$ cat config.mk
export PLATFORM = sky130hd
export DESIGN_NAME = ilk_flow_detect
export DESIGN_NICKNAME = d
export VERILOG_FILES = /design/src/rtl/ilk_pkg.sv /design/src/rtl/ilk_classify.sv /design/src/rtl/ilk_history.sv /design/src/rtl/ilk_hazard_eval.sv /design/src/rtl/ilk_hold_timer.sv /design/src/rtl/ilk_flow_detect.sv
export SDC_FILE = /design/constraint.sdc
export NUM_CORES = 1
export LEC_CHECK = 0
export ABC_AREA = 1
export CORE_AREA = 2 2 39 41
export DETAILED_ROUTE_END_ITERATION = 10
export DIE_AREA = 0 0 41 43
export PLACE_DENSITY = 0.54
export SLEW_MARGIN = 40
export SYNTH_ARGS = -nofsm -noshare
export SYNTH_HDL_FRONTEND = slang
export SYNTH_SLANG_ARGS = --single-unit
$ cat constraint.sdc
create_clock -name clk -period 1.5 [get_ports clk]
set_input_delay 0.3 -clock clk [delete_from_list [all_inputs] [get_ports clk]]
set_output_delay 0.3 -clock clk [all_outputs]
set_load 0.005 [all_outputs]
$ cat src/rtl/ilk_pkg.sv
package ilk_pkg;

   localparam int CLS_W = 4;
   localparam int DST_W = 4;

   typedef enum logic [CLS_W-1:0] {
      CLS_OTHER       = 4'd0,
      CLS_XFER        = 4'd1,
      CLS_XFER_MULTI  = 4'd2,
      CLS_XFER_PERIPH = 4'd3,
      CLS_XFER_CTRL   = 4'd4,
      CLS_BIT_SET     = 4'd5,
      CLS_BIT_CLR     = 4'd6,
      CLS_BIT_CHG     = 4'd7,
      CLS_BIT_TEST    = 4'd8,
      CLS_LOOP_START  = 4'd9,
      CLS_LOOP_REG    = 4'd10,
      CLS_RET_INT     = 4'd11,
      CLS_RET_SUB     = 4'd12,
      CLS_LOOP_EXIT   = 4'd13,
      CLS_BREAK_COND  = 4'd14,
      CLS_BRANCH      = 4'd15
   } ilk_cls_e;

   typedef enum logic [DST_W-1:0] {
      DST_DATA     = 4'd0,
      DST_LOOP_END = 4'd1,
      DST_LOOP_CNT = 4'd2,
      DST_STATUS   = 4'd3,
      DST_STK_PTR  = 4'd4,
      DST_STK_CNT  = 4'd5,
      DST_STK_HI   = 4'd6,
      DST_STK_LO   = 4'd7,
      DST_OPMODE   = 4'd8
   } ilk_dst_e;

   typedef struct packed {
      logic sr_wr;
      logic stk_wr;
   } ilk_mark_t;

   localparam int MARK_W = $bits(ilk_mark_t);

endpackage

$ cat src/rtl/ilk_classify.sv
module ilk_classify
   import ilk_pkg::*;
(
   input  logic             valid_i,
   input  logic [CLS_W-1:0] cls_i,
   input  logic [DST_W-1:0] dst_i,
   output ilk_mark_t        mark_o,
   output logic             stk_sens_o
);

   logic is_move;

   always_comb begin
      unique case (cls_i)
         CLS_XFER, CLS_XFER_MULTI, CLS_XFER_PERIPH, CLS_XFER_CTRL,
         CLS_BIT_SET, CLS_BIT_CLR, CLS_BIT_CHG, CLS_BIT_TEST: is_move = 1'b1;
         default:                                             is_move = 1'b0;
      endcase
   end

   always_comb begin
      unique case (cls_i)
         CLS_LOOP_START, CLS_LOOP_REG, CLS_RET_INT,
         CLS_RET_SUB, CLS_LOOP_EXIT, CLS_BREAK_COND: stk_sens_o = valid_i;
         default:                                    stk_sens_o = 1'b0;
      endcase
   end

   always_comb begin
      mark_o        = '0;
      mark_o.sr_wr  = valid_i && is_move && (dst_i == DST_STATUS);
      mark_o.stk_wr = valid_i && is_move &&
                      ((dst_i == DST_STK_HI) || (dst_i == DST_STK_LO));
   end

endmodule

$ cat src/rtl/ilk_history.sv
module ilk_history #(
   parameter int DEPTH  = 2,
   parameter int WIDTH  = 2,
   parameter int TAP_A  = 1,
   parameter int TAP_B  = 2
) (
   input  logic             clk,
   input  logic             rst,
   input  logic             adv_i,
   input  logic [WIDTH-1:0] push_i,
   output logic [WIDTH-1:0] tap_a_o,
   output logic [WIDTH-1:0] tap_b_o
);

   generate
      if (DEPTH < 1)                      $error("history depth must be at least 1");
      if (TAP_A < 1 || TAP_A > DEPTH)     $error("tap A outside history");
      if (TAP_B < 1 || TAP_B > DEPTH)     $error("tap B outside history");
      if (TAP_A != DEPTH && TAP_B != DEPTH) $error("deepest entry must be tapped");
   endgenerate

   logic [WIDTH-1:0] slot_q [DEPTH];

   always_ff @(posedge clk) begin
      if (rst)        slot_q[0] <= '0;
      else if (adv_i) slot_q[0] <= push_i;
   end

   generate
      for (genvar g = 1; g < DEPTH; g++) begin : g_stage
         always_ff @(posedge clk) begin
            if (rst)        slot_q[g] <= '0;
            else if (adv_i) slot_q[g] <= slot_q[g-1];
         end
      end
   endgenerate

   assign tap_a_o = slot_q[TAP_A-1];
   assign tap_b_o = slot_q[TAP_B-1];

endmodule

$ cat src/rtl/ilk_hazard_eval.sv
module ilk_hazard_eval
   import ilk_pkg::*;
#(
   parameter int SR_HOLD  = 1,
   parameter int STK_HOLD = 3,
   parameter int CNT_W    = 2
) (
   input  logic             valid_i,
   input  ilk_mark_t        near_i,
   input  ilk_mark_t        far_i,
   input  logic             stk_sens_i,
   output logic [CNT_W-1:0] len_o
);

   localparam logic [CNT_W-1:0] SR_LEN  = CNT_W'(SR_HOLD);
   localparam logic [CNT_W-1:0] STK_LEN = CNT_W'(STK_HOLD);

   logic [CNT_W-1:0] sr_len;
   logic [CNT_W-1:0] stk_len;

   always_comb begin
      sr_len  = (valid_i && near_i.sr_wr)               ? SR_LEN  : '0;
      stk_len = (valid_i && far_i.stk_wr && stk_sens_i) ? STK_LEN : '0;
      len_o   = (sr_len > stk_len) ? sr_len : stk_len;
   end

endmodule

$ cat src/rtl/ilk_hold_timer.sv
module ilk_hold_timer #(
   parameter int CNT_W = 2
) (
   input  logic             clk,
   input  logic             rst,
   input  logic             valid_i,
   input  logic [CNT_W-1:0] len_i,
   output logic             stall_o,
   output logic [CNT_W-1:0] cnt_o
);

   logic [CNT_W-1:0] cnt_q;
   logic             served_q;
   logic             start;

   assign start   = valid_i && !served_q && (cnt_q == '0) && (len_i != '0);
   assign stall_o = (cnt_q != '0) || start;
   assign cnt_o   = cnt_q;

   always_ff @(posedge clk) begin
      if (rst) begin
         cnt_q    <= '0;
         served_q <= 1'b0;
      end else if (cnt_q != '0) begin
         cnt_q    <= cnt_q - 1'b1;
      end else if (start) begin
         cnt_q    <= len_i - 1'b1;
         served_q <= 1'b1;
      end else begin
         served_q <= 1'b0;
      end
   end

endmodule

$ cat src/rtl/ilk_flow_detect.sv
module ilk_flow_detect
   import ilk_pkg::*;
#(
   parameter int SR_HOLD  = 1,
   parameter int STK_HOLD = 3,
   parameter int SR_DIST  = 1,
   parameter int STK_DIST = 2
) (
   input  logic             clk,
   input  logic             rst,
   input  logic             in_valid,
   input  logic [CLS_W-1:0] in_cls,
   input  logic [DST_W-1:0] in_dst,
   output logic             stall,
   output logic             issue
);

   localparam int HOLD_MAX   = (SR_HOLD > STK_HOLD) ? SR_HOLD : STK_HOLD;
   localparam int CNT_W      = $clog2(HOLD_MAX + 1);
   localparam int HIST_DEPTH = (SR_DIST > STK_DIST) ? SR_DIST : STK_DIST;

   generate
      if (SR_HOLD < 1 || STK_HOLD < 1) $error("hold lengths must be positive");
      if (SR_DIST < 1 || STK_DIST < 1) $error("hazard distances must be positive");
   endgenerate

   ilk_mark_t        push_mark;
   ilk_mark_t        near_mark;
   ilk_mark_t        far_mark;
   logic             stk_sens;
   logic [CNT_W-1:0] hold_len;
   logic [CNT_W-1:0] hold_cnt;
   logic             advance;

   ilk_classify u_classify (
      .valid_i    (in_valid),
      .cls_i      (in_cls),
      .dst_i      (in_dst),
      .mark_o     (push_mark),
      .stk_sens_o (stk_sens)
   );

   ilk_history #(
      .DEPTH (HIST_DEPTH),
      .WIDTH (MARK_W),
      .TAP_A (SR_DIST),
      .TAP_B (STK_DIST)
   ) u_history (
      .clk     (clk),
      .rst     (rst),
      .adv_i   (advance),
      .push_i  (push_mark),
      .tap_a_o (near_mark),
      .tap_b_o (far_mark)
   );

   ilk_hazard_eval #(
      .SR_HOLD  (SR_HOLD),
      .STK_HOLD (STK_HOLD),
      .CNT_W    (CNT_W)
   ) u_hazard (
      .valid_i    (in_valid),
      .near_i     (near_mark),
      .far_i      (far_mark),
      .stk_sens_i (stk_sens),
      .len_o      (hold_len)
   );

   ilk_hold_timer #(
      .CNT_W (CNT_W)
   ) u_timer (
      .clk     (clk),
      .rst     (rst),
      .valid_i (in_valid),
      .len_i   (hold_len),
      .stall_o (stall),
      .cnt_o   (hold_cnt)
   );

   assign issue   = in_valid && !stall;
   assign advance = !stall;

endmodule

==> flow_summary.ini, run 1 <==
[status]
outcome = finished with violations
violations = setup timing

[worst_setup_path]
crit_type = reg2out
critPathMaxStageDelay_ps = 300
path_cells = or2_4, buf_6, inv_4, nand2_4, nor2_2, buf_2
critPathRequiredTime_ps = 1200
endpoint_kind = output port
cp_max_fo = 3
cp_top_family = simple AND/OR/NAND/NOR gates
cp-start-kind = flip-flop
cpMaxStageDelayCell = dfxtp_1
critical_path_arrival_ps = 1240
timing.critical_path.buf_inv = 3

[floorplan]
core.rowCount = 14
ioPinCount = 13
die_w_um = 41
start_util = 0.2595
dieArea_um2 = 1763
die_h_um = 43
core_um2 = 1384

[detailed_routing]
wire_per_inst_um = 9.946
drt-total-wl_um = 915
drt_pass1_iterations = 4
vias = 388
ant_nets = 0
drtIter0Drc = 4
route.detailed.drc = 0
viasPerCell = 4.217

[sta]
whs_ps = 511.8
fmax_mhz = 649.8
grt_setup_unrepaired = true
slew_violations = 0
fin_crit_sh = 1.026
min_period_ps = 1539
tightest_slew_ps = 210.4
hold_viol_final = 0
setup_viol = 1
setup_ws_ps = -38.96
relSlewSlack = 0.8585
fin_worst_skew_ps = 5.208

[cells_and_area]
register_area_um2 = 151.4
layout_common_cells = buf_4 (13), inv_1 (6), nand2_1 (5), nor2_1 (5), clkdlybuf4s50_1 (5)
multi_input_area_um2 = 211.5
num-nets-final = 88
post-route-util = 0.4819
antenna_cells = 0
nFillCells = 147
stdcell_area_um2 = 666.9
final_common_cell = buf_4
drive_gt1_frac = 0.5263
area_growth_pct = 85.71

[clock_network]
cts_tree = built
clk_pin_slew_worst_paths_ps = 40
holdBufCountCts = 0
cts_max_path_buffers = 2
h-tree-depth = 1
cts_buffers = 3
numClockSinks = 6
clkLatencyLatePin_ps = 240
clock-root-buffer = clkbuf_4

[global_routing]
grt_max_degree = 5
grt_usage = 0.1212
antenna_found_initial = 0
grt_pass1_wl_mm = 1.380
overflow = 0
grt_pass1_vias = 401

[synthesis]
syn_nets = 56
ys_seq_area_frac = 0.4181
synth_seq_cells = 6
synth_cell_types = 18
netlist_area_um2 = 359.1
yosysWarningCount = 0
synth_cells = 45
syn_area_per_cell_um2 = 7.980

[power]
p_leak_nw = 0.3243
irDropWorstVdd_mv = 1.027
power-per-cell-area_nw_per_um2 = 1638

[place]
pre_cts_ws_ps = -608.3
placed_cell_area_um2 = 544.3
port_buffers = 12
gp_congestion = 0.6465
post-dp-hpwl_um = 620.6

[hold_path]
hold_path.class = reg2reg

[job]
maxCapViolations = 0
-- layout make-up --
cell class                 instances  area share
sequential                         6      0.2270
clock buffer                       4     0.03940
timing repair buffer              27      0.3377
multi-input combinational         31      0.3171
tap                               16     0.03002
inverter                           8     0.04878
-- repair_timing --
| item | in CTS | in global routing |
|---|---|---|
| pin swaps | 7 | 13 |
| setup endpoints to repair | 5 | 8 |
| buffers inserted | 9 | 1 |
| gates resized for setup | 28 | 11 |
-- cell usage after synthesis --
| library cell | instances | area share |
|---|---|---|
| inv_1 | 8 | 0.084 |
| nand2_1 | 8 | 0.084 |
| nor2_1 | 7 | 0.073 |
| dfxtp_1 | 3 | 0.17 |
| edfxtp_1 | 3 | 0.25 |
| nand2_4 | 2 | 0.063 |
| nand3_1 | 2 | 0.028 |
| nand4_1 | 2 | 0.035 |
| a21boi_0 | 1 | 0.021 |
| a21oi_1 | 1 | 0.014 |
| nand2_2 | 1 | 0.017 |
| nor2_2 | 1 | 0.017 |
| nor3_1 | 1 | 0.014 |
| nor3_4 | 1 | 0.045 |
| o21ai_0 | 1 | 0.014 |
| o21bai_2 | 1 | 0.031 |
| or2_2 | 1 | 0.017 |
| or2_4 | 1 | 0.024 |
-- through the flow --
step,setup TNS [ps],cells,power [W]
2_1_floorplan,0,45,0.0005562
3_3_place_gp,-2646,79,0.0008117
3_5_place_dp,-2973,79,0.0008104
4_1_cts,-156.0,92,0.001036
5_1_grt,-177.8,92,0.001179
6_report,-38.96,92,0.001092
-- worst reg2reg max path, cell delays in order (launching register included) --
cell,delay (ps)
dfxtp_1,300
or2_4,260
buf_6,130
inv_4,50
nand2_4,50
buf_4,120
buf_4,130
nand2_4,80
-- sequential cells by signal, indices dropped and copies added, names as in the netlist --
name and flops:
u_timer.cnt_o 2, u_history.slot_q 3, u_timer.served_q 1
-- path summary, 6_finish.rpt --
path                                               end  slack [ps]                     startpoint  depth (start not counted)
hold / removal           u_timer.served_q$_SDFFE_PP0P_         510  u_timer.served_q$_SDFFE_PP0P_                          2
hold reg to reg          u_timer.served_q$_SDFFE_PP0P_         510  u_timer.served_q$_SDFFE_PP0P_                          2
setup reg to reg  u_history.slot_q[0][0]$_SDFFCE_PN0P_         100  u_timer.cnt_o[0]$_SDFFE_PP0P_                          7
setup / recovery                                 issue         -40  u_timer.cnt_o[0]$_SDFFE_PP0P_                          6
-- power by group --
part	switching (W)	total [W]	internal (W)	leakage [nW]
combinational	0.000290	0.000660	0.000370	0.248
sequential	0.0000224	0.000269	0.000247	0.0608
clock	0.0000616	0.000163	0.000101	0.0150
-- routing by layer --
| layer | GRT usage | up-vias | routed length, um | share of wire |
|---|---|---|---|---|
| met5 | 0 | - | 0 | 0 |
| met4 | 0.06000 | 0 | 0 | 0 |
| met3 | 0.04712 | 0 | 31 | 0.034 |
| met2 | 0.2125 | 9 | 511 | 0.56 |
| met1 | 0.1115 | 174 | 373 | 0.41 |
| li1 | - | 205 | - | - |
-- kinds of logic after synthesis --
kind of cell,Yosys count,synth area share
buffers and inverters,8,0.08363
DFF,6,0.4181
AOI/OAI and AO/OA,4,0.08012
and+or+nand+nor,27,0.4182
No activity file was read; power rests on OpenSTA's default activity.
==> run 2, diff against run 1 <==
CTS_CLUSTER_DIAMETER = 60   (was default)
==> results of run 2 <==
Same layout as run 1: the final DEF is identical, and so are final timing and power.
==> run 3, diff against run 2 <==
CAP_MARGIN = 20   (was default)
==> results of run 3 <==
Same layout as run 1: the final DEF is identical, and so are final timing and power.
